File: config.mk
export PLATFORM = sky130hd
export DESIGN_NAME = rob_core
export DESIGN_NICKNAME = d
export VERILOG_FILES = /design/src/rtl/rob_pkg.sv /design/src/rtl/rob_ctrl.sv /design/src/rtl/rob_store.sv /design/src/rtl/rob_core.sv
export SDC_FILE = /design/constraint.sdc
export NUM_CORES = 1
export LEC_CHECK = 0
export CELL_PAD_IN_SITES_DETAIL_PLACEMENT = 1
export CELL_PAD_IN_SITES_GLOBAL_PLACEMENT = 2
export CORE_MARGIN = 4
export CORE_UTILIZATION = 37
export CTS_CLUSTER_SIZE = 30
export DETAILED_ROUTE_END_ITERATION = 10
export PLACE_DENSITY_LB_ADDON = 0.05
export SETUP_SLACK_MARGIN = 0.4
export SYNTH_ARGS = -nofsm -noshare
export SYNTH_HDL_FRONTEND = slang
export SYNTH_SLANG_ARGS = --single-unit
File: constraint.sdc
create_clock -name clk -period 3.22 [get_ports clk]
set_clock_uncertainty 0.15 [all_clocks]
set_input_delay 0.644 -clock clk [delete_from_list [all_inputs] [get_ports clk]]
set_output_delay 0.644 -clock clk [all_outputs]
set_load 0.005 [all_outputs]
File: src/rtl/rob_pkg.sv
package rob_pkg;
  typedef struct packed {
    logic allocEn;
    logic wbEn;
    logic brEn;
    logic retireEn;
    logic flushEn;
  } rob_strobe_t;
endpackage

File: src/rtl/rob_ctrl.sv
module rob_ctrl
  import rob_pkg::*;
#(
  parameter int DEPTH = 8,
  parameter int TAG_W = $clog2(DEPTH),
  parameter int CNT_W = $clog2(DEPTH + 1)
) (
  input  logic             clk,
  input  logic             rstN,
  input  logic             dispValid,
  input  logic             wbValid,
  input  logic             brValid,
  input  logic             brMispredict,
  input  logic [TAG_W-1:0] brTag,
  input  logic             headDone,
  output rob_strobe_t      strb,
  output logic [TAG_W-1:0] headIdx,
  output logic [TAG_W-1:0] tailIdx,
  output logic             dispReady,
  output logic             robFull,
  output logic             retireValid,
  output logic             redirectValid
);
  localparam logic [TAG_W-1:0] ONE      = TAG_W'(1);
  localparam logic [CNT_W-1:0] FULL_CNT = CNT_W'(DEPTH);

  logic [TAG_W-1:0] headQ, tailQ;
  logic [CNT_W-1:0] countQ, countN;
  logic [TAG_W-1:0] brDist;
  logic flush, alloc, retire;

  assign flush     = brValid && brMispredict;
  assign robFull   = (countQ == FULL_CNT);
  assign dispReady = !robFull && !flush;
  assign alloc     = dispValid && dispReady;
  assign retire    = (countQ != '0) && headDone;
  assign brDist    = brTag - headQ;

  always_comb begin
    if (flush)
      countN = CNT_W'(brDist) + CNT_W'(1) - CNT_W'(retire);
    else
      countN = countQ + CNT_W'(alloc) - CNT_W'(retire);
  end

  always_ff @(posedge clk) begin
    if (!rstN) begin
      headQ  <= '0;
      tailQ  <= '0;
      countQ <= '0;
    end else begin
      headQ  <= retire ? headQ + ONE : headQ;
      tailQ  <= flush ? brTag + ONE : (alloc ? tailQ + ONE : tailQ);
      countQ <= countN;
    end
  end

  assign strb.allocEn  = alloc;
  assign strb.wbEn     = wbValid;
  assign strb.brEn     = brValid;
  assign strb.retireEn = retire;
  assign strb.flushEn  = flush;

  assign headIdx       = headQ;
  assign tailIdx       = tailQ;
  assign retireValid   = retire;
  assign redirectValid = flush;

  a_r3_count_bound: assert property (@(posedge clk) disable iff (!rstN)
    countQ <= FULL_CNT);

  a_r10_tail_after_squash: assert property (@(posedge clk) disable iff (!rstN)
    flush |=> tailQ == $past(brTag) + ONE);

  a_r5_single_step: assert property (@(posedge clk) disable iff (!rstN)
    !flush |=> (countQ == $past(countQ)) || (countQ == $past(countQ) + CNT_W'(1))
               || (countQ + CNT_W'(1) == $past(countQ)));
endmodule

File: src/rtl/rob_store.sv
module rob_store
  import rob_pkg::*;
#(
  parameter int DEPTH  = 8,
  parameter int TAG_W  = $clog2(DEPTH),
  parameter int DATA_W = 32,
  parameter int REG_W  = 5,
  parameter int PC_W   = 32
) (
  input  logic              clk,
  input  logic              rstN,
  input  rob_strobe_t       strb,
  input  logic [TAG_W-1:0]  tailIdx,
  input  logic [TAG_W-1:0]  headIdx,
  input  logic [REG_W-1:0]  dispDest,
  input  logic              dispIsBranch,
  input  logic [PC_W-1:0]   dispAltPc,
  input  logic [TAG_W-1:0]  wbTag,
  input  logic [DATA_W-1:0] wbData,
  input  logic [TAG_W-1:0]  brTag,
  output logic              headDone,
  output logic              headIsBranch,
  output logic [REG_W-1:0]  headDest,
  output logic [DATA_W-1:0] headData,
  output logic [PC_W-1:0]   brAltPc
);
  logic [DEPTH-1:0]  doneVec;
  logic [DEPTH-1:0]  branchVec;
  logic [REG_W-1:0]  destArr [DEPTH];
  logic [DATA_W-1:0] dataArr [DEPTH];
  logic [PC_W-1:0]   pcArr   [DEPTH];

  for (genvar g = 0; g < DEPTH; g++) begin : g_slot
    logic              doneQ, branchQ;
    logic [REG_W-1:0]  destQ;
    logic [DATA_W-1:0] dataQ;
    logic [PC_W-1:0]   pcQ;
    logic hitAlloc, hitWb, hitBr;

    assign hitAlloc = strb.allocEn && (tailIdx == TAG_W'(g));
    assign hitWb    = strb.wbEn && (wbTag == TAG_W'(g));
    assign hitBr    = strb.brEn && (brTag == TAG_W'(g));

    always_ff @(posedge clk) begin
      if (!rstN) begin
        doneQ   <= 1'b0;
        branchQ <= 1'b0;
        destQ   <= '0;
        dataQ   <= '0;
        pcQ     <= '0;
      end else if (hitAlloc) begin
        doneQ   <= 1'b0;
        branchQ <= dispIsBranch;
        destQ   <= dispDest;
        pcQ     <= dispAltPc;
      end else if (hitWb) begin
        doneQ <= 1'b1;
        dataQ <= wbData;
      end else if (hitBr) begin
        doneQ <= 1'b1;
      end
    end

    assign doneVec[g]   = doneQ;
    assign branchVec[g] = branchQ;
    assign destArr[g]   = destQ;
    assign dataArr[g]   = dataQ;
    assign pcArr[g]     = pcQ;
  end

  assign headDone     = doneVec[headIdx];
  assign headIsBranch = branchVec[headIdx];
  assign headDest     = destArr[headIdx];
  assign headData     = dataArr[headIdx];
  assign brAltPc      = pcArr[brTag];

  a_r4_retire_finished: assert property (@(posedge clk) disable iff (!rstN)
    strb.retireEn |-> doneVec[headIdx]);

  a_r7_result_marks: assert property (@(posedge clk) disable iff (!rstN)
    (strb.wbEn && !(strb.allocEn && tailIdx == wbTag)) |=> doneVec[$past(wbTag)]);

  a_r2_alloc_clears: assert property (@(posedge clk) disable iff (!rstN)
    strb.allocEn |=> !doneVec[$past(tailIdx)]);
endmodule

File: src/rtl/rob_core.sv
module rob_core
  import rob_pkg::*;
#(
  parameter int DEPTH  = 8,
  parameter int TAG_W  = $clog2(DEPTH),
  parameter int DATA_W = 32,
  parameter int REG_W  = 5,
  parameter int PC_W   = 32
) (
  input  logic              clk,
  input  logic              rstN,
  input  logic              dispValid,
  input  logic [REG_W-1:0]  dispDest,
  input  logic              dispIsBranch,
  input  logic [PC_W-1:0]   dispAltPc,
  output logic              dispReady,
  output logic [TAG_W-1:0]  dispTag,
  output logic              robFull,
  input  logic              wbValid,
  input  logic [TAG_W-1:0]  wbTag,
  input  logic [DATA_W-1:0] wbData,
  input  logic              brValid,
  input  logic [TAG_W-1:0]  brTag,
  input  logic              brMispredict,
  output logic              redirectValid,
  output logic [PC_W-1:0]   redirectPc,
  output logic              retireValid,
  output logic              rfWe,
  output logic [REG_W-1:0]  rfAddr,
  output logic [DATA_W-1:0] rfData
);
  rob_strobe_t      strb;
  logic [TAG_W-1:0] headIdx, tailIdx;
  logic             headDone, headIsBranch;

  rob_ctrl #(.DEPTH(DEPTH), .TAG_W(TAG_W)) u_ctrl (
    .clk(clk), .rstN(rstN), .dispValid(dispValid), .wbValid(wbValid),
    .brValid(brValid), .brMispredict(brMispredict), .brTag(brTag),
    .headDone(headDone), .strb(strb), .headIdx(headIdx), .tailIdx(tailIdx),
    .dispReady(dispReady), .robFull(robFull), .retireValid(retireValid),
    .redirectValid(redirectValid)
  );

  rob_store #(.DEPTH(DEPTH), .TAG_W(TAG_W), .DATA_W(DATA_W), .REG_W(REG_W),
              .PC_W(PC_W)) u_store (
    .clk(clk), .rstN(rstN), .strb(strb), .tailIdx(tailIdx), .headIdx(headIdx),
    .dispDest(dispDest), .dispIsBranch(dispIsBranch), .dispAltPc(dispAltPc),
    .wbTag(wbTag), .wbData(wbData), .brTag(brTag), .headDone(headDone),
    .headIsBranch(headIsBranch), .headDest(rfAddr), .headData(rfData),
    .brAltPc(redirectPc)
  );

  assign dispTag = tailIdx;
  assign rfWe    = retireValid && !headIsBranch;

  a_r6_write_at_retire: assert property (@(posedge clk) disable iff (!rstN)
    rfWe |-> headDone);
endmodule

==> results_dict.tcl, run 1 <==
set metrics [dict create \
    hp-start "u_store.g_slot[5].pcQ[8]" \
    fin_crit_sh 1.025 \
    dr.pass1.iters 7 \
    grt_antenna_before_repair 5 \
    grt_use_total 0.2810 \
    whs_endpoint "u_store.g_slot[5].pcQ[8]" \
    outcome "finished, violations left" \
    min_period_ns 3.301 \
    place_congestion 0.7888 \
    min_delay_path_depth 2 \
    r2r_slack_ns 0.04 \
    cts_tree "yes" \
    violations "negative setup slack" \
    ant_nets 0 \
    dieArea_um2 74050 \
    critPathArrivalTime_ns 2.51 \
    busiest_layer "met2" \
    cts_buffer_depth 3 \
    max-vdd-ir-drop_v 0.0003262 \
    synth_enable_flop_cells 0 \
    place_area_um2 28740 \
    synth_nets 3081 \
    final.setup.tns_ns -0.3391 \
    worstSetupPathType "reg -> out" \
    syn_area_per_cell_um2 8.647 \
    layout_commonest_cell "nand2_1" \
    final_util 0.4751 \
    grt_pass1_wl_um 160100 \
    cts.clk_slew.worst_paths_ns 0.06 \
    max_stage_delay_ns 0.54 \
    drt_iter0_markers 1613 \
    io_buffer_count 158 \
    cpMaxStageDelayCell "or4_4" \
    syn_to_final_growth_pct 26.67 \
    fp-row-count 96 \
    max_cap_violations 0 \
    met1_usage 0.3473 \
    syn_inst 2985 \
    cts_hold_buf 0 \
    multi_input_area_um2 13060 \
    p_leak_nw 11.06 \
    path_max_fanout 5 \
    layout.nets 3165 \
    nFillCells 7688 \
    synth_top_area_frac 0.4483 \
    maxSlewViolCount 0 \
    startpoint_type "register" \
    cts_max_level 3 \
    final_cell_mix "nand2_1, dfxtp_1, a21oi_1" \
    vias_per_cell 5.836 \
    root_buffer "clkbuf_16" \
    use_met3 0.04079 \
    ys_warn_count 0 \
    rr_worst_depth 15 \
    grt_pass1_vias 25222 \
    worst_slack_ns -0.08143 \
    synth_ff_type "dfxtp_1" \
    setup_violations 8 \
    place.detailed.hpwl_um 58760 \
    ys_types 42 \
    clkSinkCount 578 \
    p_total_w 0.01916 \
    seq_area_frac_synth 0.4483 \
    rsz0062_at_grt "yes" \
    register_area_um2 11580 \
    drive_gt1_frac 0.1994 \
    clk_latency_ns 0.60 \
    tightest_slew_ns 0.6295 \
    cts_made_buffers 71 \
    async_reset_ff_frac 0 \
    drc 0 \
    synth_largest_area_cell "dfxtp_1" \
    final_cell_area_um2 32700 \
    cp_cell_sequence "buf_4 -> mux2i_2 -> a32o_2 -> or4_4 -> buf_6 -> buf_12 -> inv_6 -> buf_6" \
    synth_area_um2 25810 \
    fmax_ghz 0.3029 \
    crit_path_frequent_cell "buf_6" \
    drt_wl_total_um 107200 \
    regToRegStartpoint "u_ctrl.headIdx[0]" \
    grt_max_degree 90 \
    dieWidth_um 272.1 \
    io_pins 159 \
    gr-total-overflow 0 \
    required_ns 2.43 \
    vias 23665 \
    rr_endpoint "u_ctrl.countQ[2]" \
    worstSetupEndpointType "output port" \
    die_h_um 272.1 \
    ys_ff_latch 578 \
    hold_violations 0 \
    p_per_area_nw_per_um2 586.0 \
    wl_per_cell_um 26.45 \
    hold_class "reg -> reg" \
    start_util 0.3750 \
    coreArea_um2 68830 \
    synth_area_leaders "dfxtp_1, mux4_2, a21oi_1, nand2_1, nand3_1" \
    grtUsageMet2 0.4981 \
    slew-limit-headroom 0.5803 \
]
## critical path, delay by kind of cell, from the launching register on
family	cells	cell delay [ns]
buffers and inverters	5	0.55
AOI/OAI and AO/OA	1	0.29
and+or+nand+nor	1	0.54
DFF	1	0.38
muxes	1	0.14
## layout make-up
class | instances | share of cell area
Clock inverter | 17 | 0.003941
Sequential cell | 578 | 0.3542
Timing Repair Buffer | 359 | 0.1388
Clock buffer | 107 | 0.06536
Inverter | 15 | 0.002411
Multi-Input combinational cell | 2044 | 0.3994
Tap cell | 931 | 0.03563
Antenna cell | 4 | 0.0003061
## per-stage QoR
step	std cells	setup slack [ns]	hold slack (ns)
final	4055	-0.08143	0.3035
after global routing	4055	-0.1289	0.3178
after CTS	4040	-0.1148	0.3038
after detailed placement	3838	0.04745	0.2973
after global placement	3838	0.06252	0.2890
after floorplan	2985	0.4028	0.2831
## timing repair
action                     CTS  global route
buffers inserted            65            11
setup endpoints to repair   77            60
resized for setup          420            40
cloned                      13             0
pin swaps                    8             4
## where the power goes
group	total, W	switching [W]	internal (W)	leakage [nW]
Combinational	0.00372	0.00192	0.00180	5.26
Sequential	0.00756	0.000162	0.00739	4.68
Clock	0.00788	0.00323	0.00466	1.13
Total	0.0192	0.00531	0.0139	11.1
## cell usage after synthesis (9+ instances only)
library cell and number:
a21oi_1 567, buf_1 12, buf_2 75, buf_4 16
clkbuf_1 243, dfxtp_1 578, ha_1 12, inv_1 12
mux2_2 70, mux4_2 140, nand2_1 632, nand2b_1 9
nand3_1 260, nor2_1 18, nor2b_1 9, nor3_1 15
o21ai_0 196, o21ai_1 63
## registers in the layout, indices dropped and copies added, names as in the netlist
name                    count
u_store.g_slot.branchQ      8
u_ctrl.headIdx              3
u_ctrl.tailIdx              3
u_store.g_slot.dataQ      256
u_store.g_slot.pcQ        256
u_store.g_slot.doneQ        8
u_ctrl.countQ               4
u_store.g_slot.destQ       40
## worst max path at each step
stage | startpoint | endpoint | cells past startpoint
after global placement | brTag[0] | redirectPc[28] | 5
after global routing | u_ctrl.headIdx[0] | rfData[19] | 8
after floorplan | u_ctrl.headIdx[1] | u_ctrl.countQ[2] | 13
final | u_ctrl.headIdx[0] | retireValid | 8
after detailed placement | brTag[0] | redirectPc[28] | 5
after CTS | u_ctrl.headIdx[0] | rfData[19] | 8
## layer usage
| layer | wire (um) | vias to the layer above |
|---|---|---|
| met5 | 0 | - |
| met4 | 3386 | 0 |
| met3 | 5148 | 193 |
| met2 | 54490 | 683 |
| met1 | 44220 | 12216 |
| li1 | - | 10573 |
## cell families (layout without fill, tap and decap cells)
family	count (synthesis)	after routing	synth area share
other	0	4	0
AO/OA/AOI/OAI	838	838	0.1641
buffers and inverters	363	498	0.05943
XOR/XNOR	7	7	0.002375
multiplexers	215	215	0.1546
flip-flops	578	578	0.4483
adder cells (fa/ha/maj)	14	14	0.007368
AND/OR/NAND/NOR	970	970	0.1638
(Power assumes the default switching activity.)
==> run 2, diff against run 1 <==
--- a/config.mk
+++ b/config.mk
@@ -5,13 +5,16 @@
 export SDC_FILE = /design/constraint.sdc
 export NUM_CORES = 1
 export LEC_CHECK = 0
+export CAP_MARGIN = 20
 export CELL_PAD_IN_SITES_DETAIL_PLACEMENT = 1
 export CELL_PAD_IN_SITES_GLOBAL_PLACEMENT = 2
+export CORE_ASPECT_RATIO = 1.5
 export CORE_MARGIN = 4
 export CORE_UTILIZATION = 37
 export CTS_CLUSTER_SIZE = 30
 export DETAILED_ROUTE_END_ITERATION = 10
 export PLACE_DENSITY_LB_ADDON = 0.05
+export RECOVER_POWER = 25
 export SETUP_SLACK_MARGIN = 0.4
 export SYNTH_ARGS = -nofsm -noshare
 export SYNTH_HDL_FRONTEND = slang
==> results_dict.tcl, run 2 (synthesis gave the netlist of run 1 again) <==
set metrics [dict create \
    dieArea_um2 74140 \
    clkSinkCount 578 \
    regToRegStartpoint "u_ctrl.headIdx[0]" \
    fp-row-count 118 \
    holdWs_ns 0.3025 \
    place_congestion 0.7627 \
    clk_latency_ns 0.65 \
    gr-total-overflow 0 \
    coreArea_um2 69100 \
    cts_made_buffers 59 \
    slew-limit-headroom 0.2013 \
    worstSetupPathType "reg -> out" \
    min_period_ns 3.389 \
    root_buffer "clkbuf_16" \
    place.detailed.hpwl_um 59790 \
    grt_pass1_wl_um 161200 \
    grt_max_degree 95 \
    worstSetupEndpointType "output port" \
    setup_violations 33 \
    layout_commonest_cell "nand2_1" \
    path_max_fanout 5 \
    swShare 0.2795 \
    cp_cell_sequence "buf_8 -> buf_12 -> buf_12 -> buf_16 -> buf_8 -> buf_4 -> mux4_2 -> mux2_2 -> buf_4" \
    hold_class "reg -> reg" \
    maxSlewViolCount 0 \
    pre_cts_ws_ns 0.0003160 \
    layout.nets 3192 \
    hp-start "u_store.g_slot[6].destQ[2]" \
    grt_use_total 0.2820 \
    critPathArrivalTime_ns 2.59 \
    cpMaxStageDelayCell "mux4_2" \
    violations "negative setup slack" \
    seqPwrFrac 0.408 \
    vias 23679 \
    rsz0062_at_grt "yes" \
    reg_top3 "u_store.g_slot.dataQ: 256 flops, u_store.g_slot.pcQ: 256 flops, u_store.g_slot.destQ: 40 flops" \
    tightest_slew_ns 1.198 \
    cts_tree "yes" \
    io_buffer_count 158 \
    nFillCells 7810 \
    p_comb_frac 0.213 \
    required_ns 2.43 \
    wl_per_cell_um 26.72 \
    diodes 0 \
    io_pins 159 \
    register_area_um2 11580 \
    p_int_w 0.01332 \
    dr.pass1.iters 7 \
    vias_per_cell 5.855 \
    syn_to_final_growth_pct 26.44 \
    ant_nets 0 \
    fin_crit_sh 1.052 \
    grt_pass1_vias 25182 \
    final_cell_mix "nand2_1, dfxtp_1, a21oi_1" \
    p_sw_w 0.005167 \
    start_util 0.3736 \
    cts.clk_slew.worst_paths_ns 0.06 \
    cts_max_level 2 \
    cts_buffer_depth 3 \
    grt_antenna_before_repair 2 \
    max_cap_violations 0 \
    drc 0 \
    p_leak_nw 11.07 \
    die_h_um 331.5 \
    multi_input_area_um2 13010 \
    hold_violations 0 \
    clkPwrFrac 0.378 \
    fmax_ghz 0.2951 \
    outcome "finished, violations left" \
    drt_wl_total_um 108100 \
    startpoint_type "register" \
    crit_path_start "u_ctrl.headIdx[0]" \
    drt_iter0_markers 1570 \
    r2r_slack_ns 0.02 \
    max-vdd-ir-drop_v 0.0003919 \
    max_stage_delay_ns 0.41 \
    dieWidth_um 223.7 \
    drive_gt1_frac 0.2077 \
    worst_slack_ns -0.1687 \
    p_per_area_nw_per_um2 566.4 \
]
[run 2: layer usage]
metal,part of all wire,up-vias,GRT usage
met5,0.00012,-,0
met1,0.40,12196,0.3408
met2,0.52,631,0.5205
li1,-,10622,-
met3,0.043,228,0.03503
met4,0.034,2,0.08529
[run 2: final timing paths]
| path | endpoint | depth (start not counted) |
|---|---|---|
| min | u_store.g_slot[6].destQ[2] | 2 |
| min reg2reg | u_store.g_slot[6].destQ[2] | 2 |
| max reg2reg | u_ctrl.countQ[2] | 16 |
| max | rfData[20] | 9 |
[run 2: what timing repair did]
item                                    in CTS  in global routing
resized for setup                          515                 54
pin swaps                                    4                  8
cloned                                      12                  0
setup buffers                               93                 22
hold buffers                                 0                  0
endpoints found under the setup margin      77                 72
[run 2: cell type report]
class	instances	share of cell area
flip-flops and latches	578	0.3549
multi-input cells	2044	0.3987
repair buffers	398	0.1503
clock inverters	17	0.004677
clock buffers	92	0.05459
inverters	15	0.002415
well taps	900	0.03450
[run 2: power by group through the flow]
| stage | combinational, W | sequential, W | clock [W] |
|---|---|---|---|
| 6_report | 0.00394 | 0.00754 | 0.00700 |
| 3_3_place_gp | 0.00270 | 0.00770 | 0 |
| 5_1_grt | 0.00419 | 0.00756 | 0.00742 |
| 3_5_place_dp | 0.00276 | 0.00771 | 0 |
| 2_1_floorplan | 0.00166 | 0.00763 | 0 |
| 4_1_cts | 0.00384 | 0.00754 | 0.00716 |
[run 2: through the flow]
| step | utilization | total power [W] | instances | cell area [um^2] | TNS [ns] |
|---|---|---|---|---|---|
| 6_report | 0.4723 | 0.01848 | 4044 | 32640 | -2.685 |
| 5_1_grt | 0.4723 | 0.01918 | 4044 | 32640 | -8.404 |
| 4_1_cts | 0.4691 | 0.01854 | 4022 | 32410 | -2.977 |
| 3_5_place_dp | 0.4139 | 0.01047 | 3808 | 28600 | 0 |
| 3_3_place_gp | 0.4139 | 0.01040 | 3808 | 28600 | 0 |
| 2_1_floorplan | - | 0.009295 | 2985 | 25820 | 0 |
[run 2: critical path: cells and delay by family, from the launching register on]
kind	cells	cell delay, ns
multiplexers	2	0.69
buffers and inverters	7	0.90
flip-flops	1	0.37
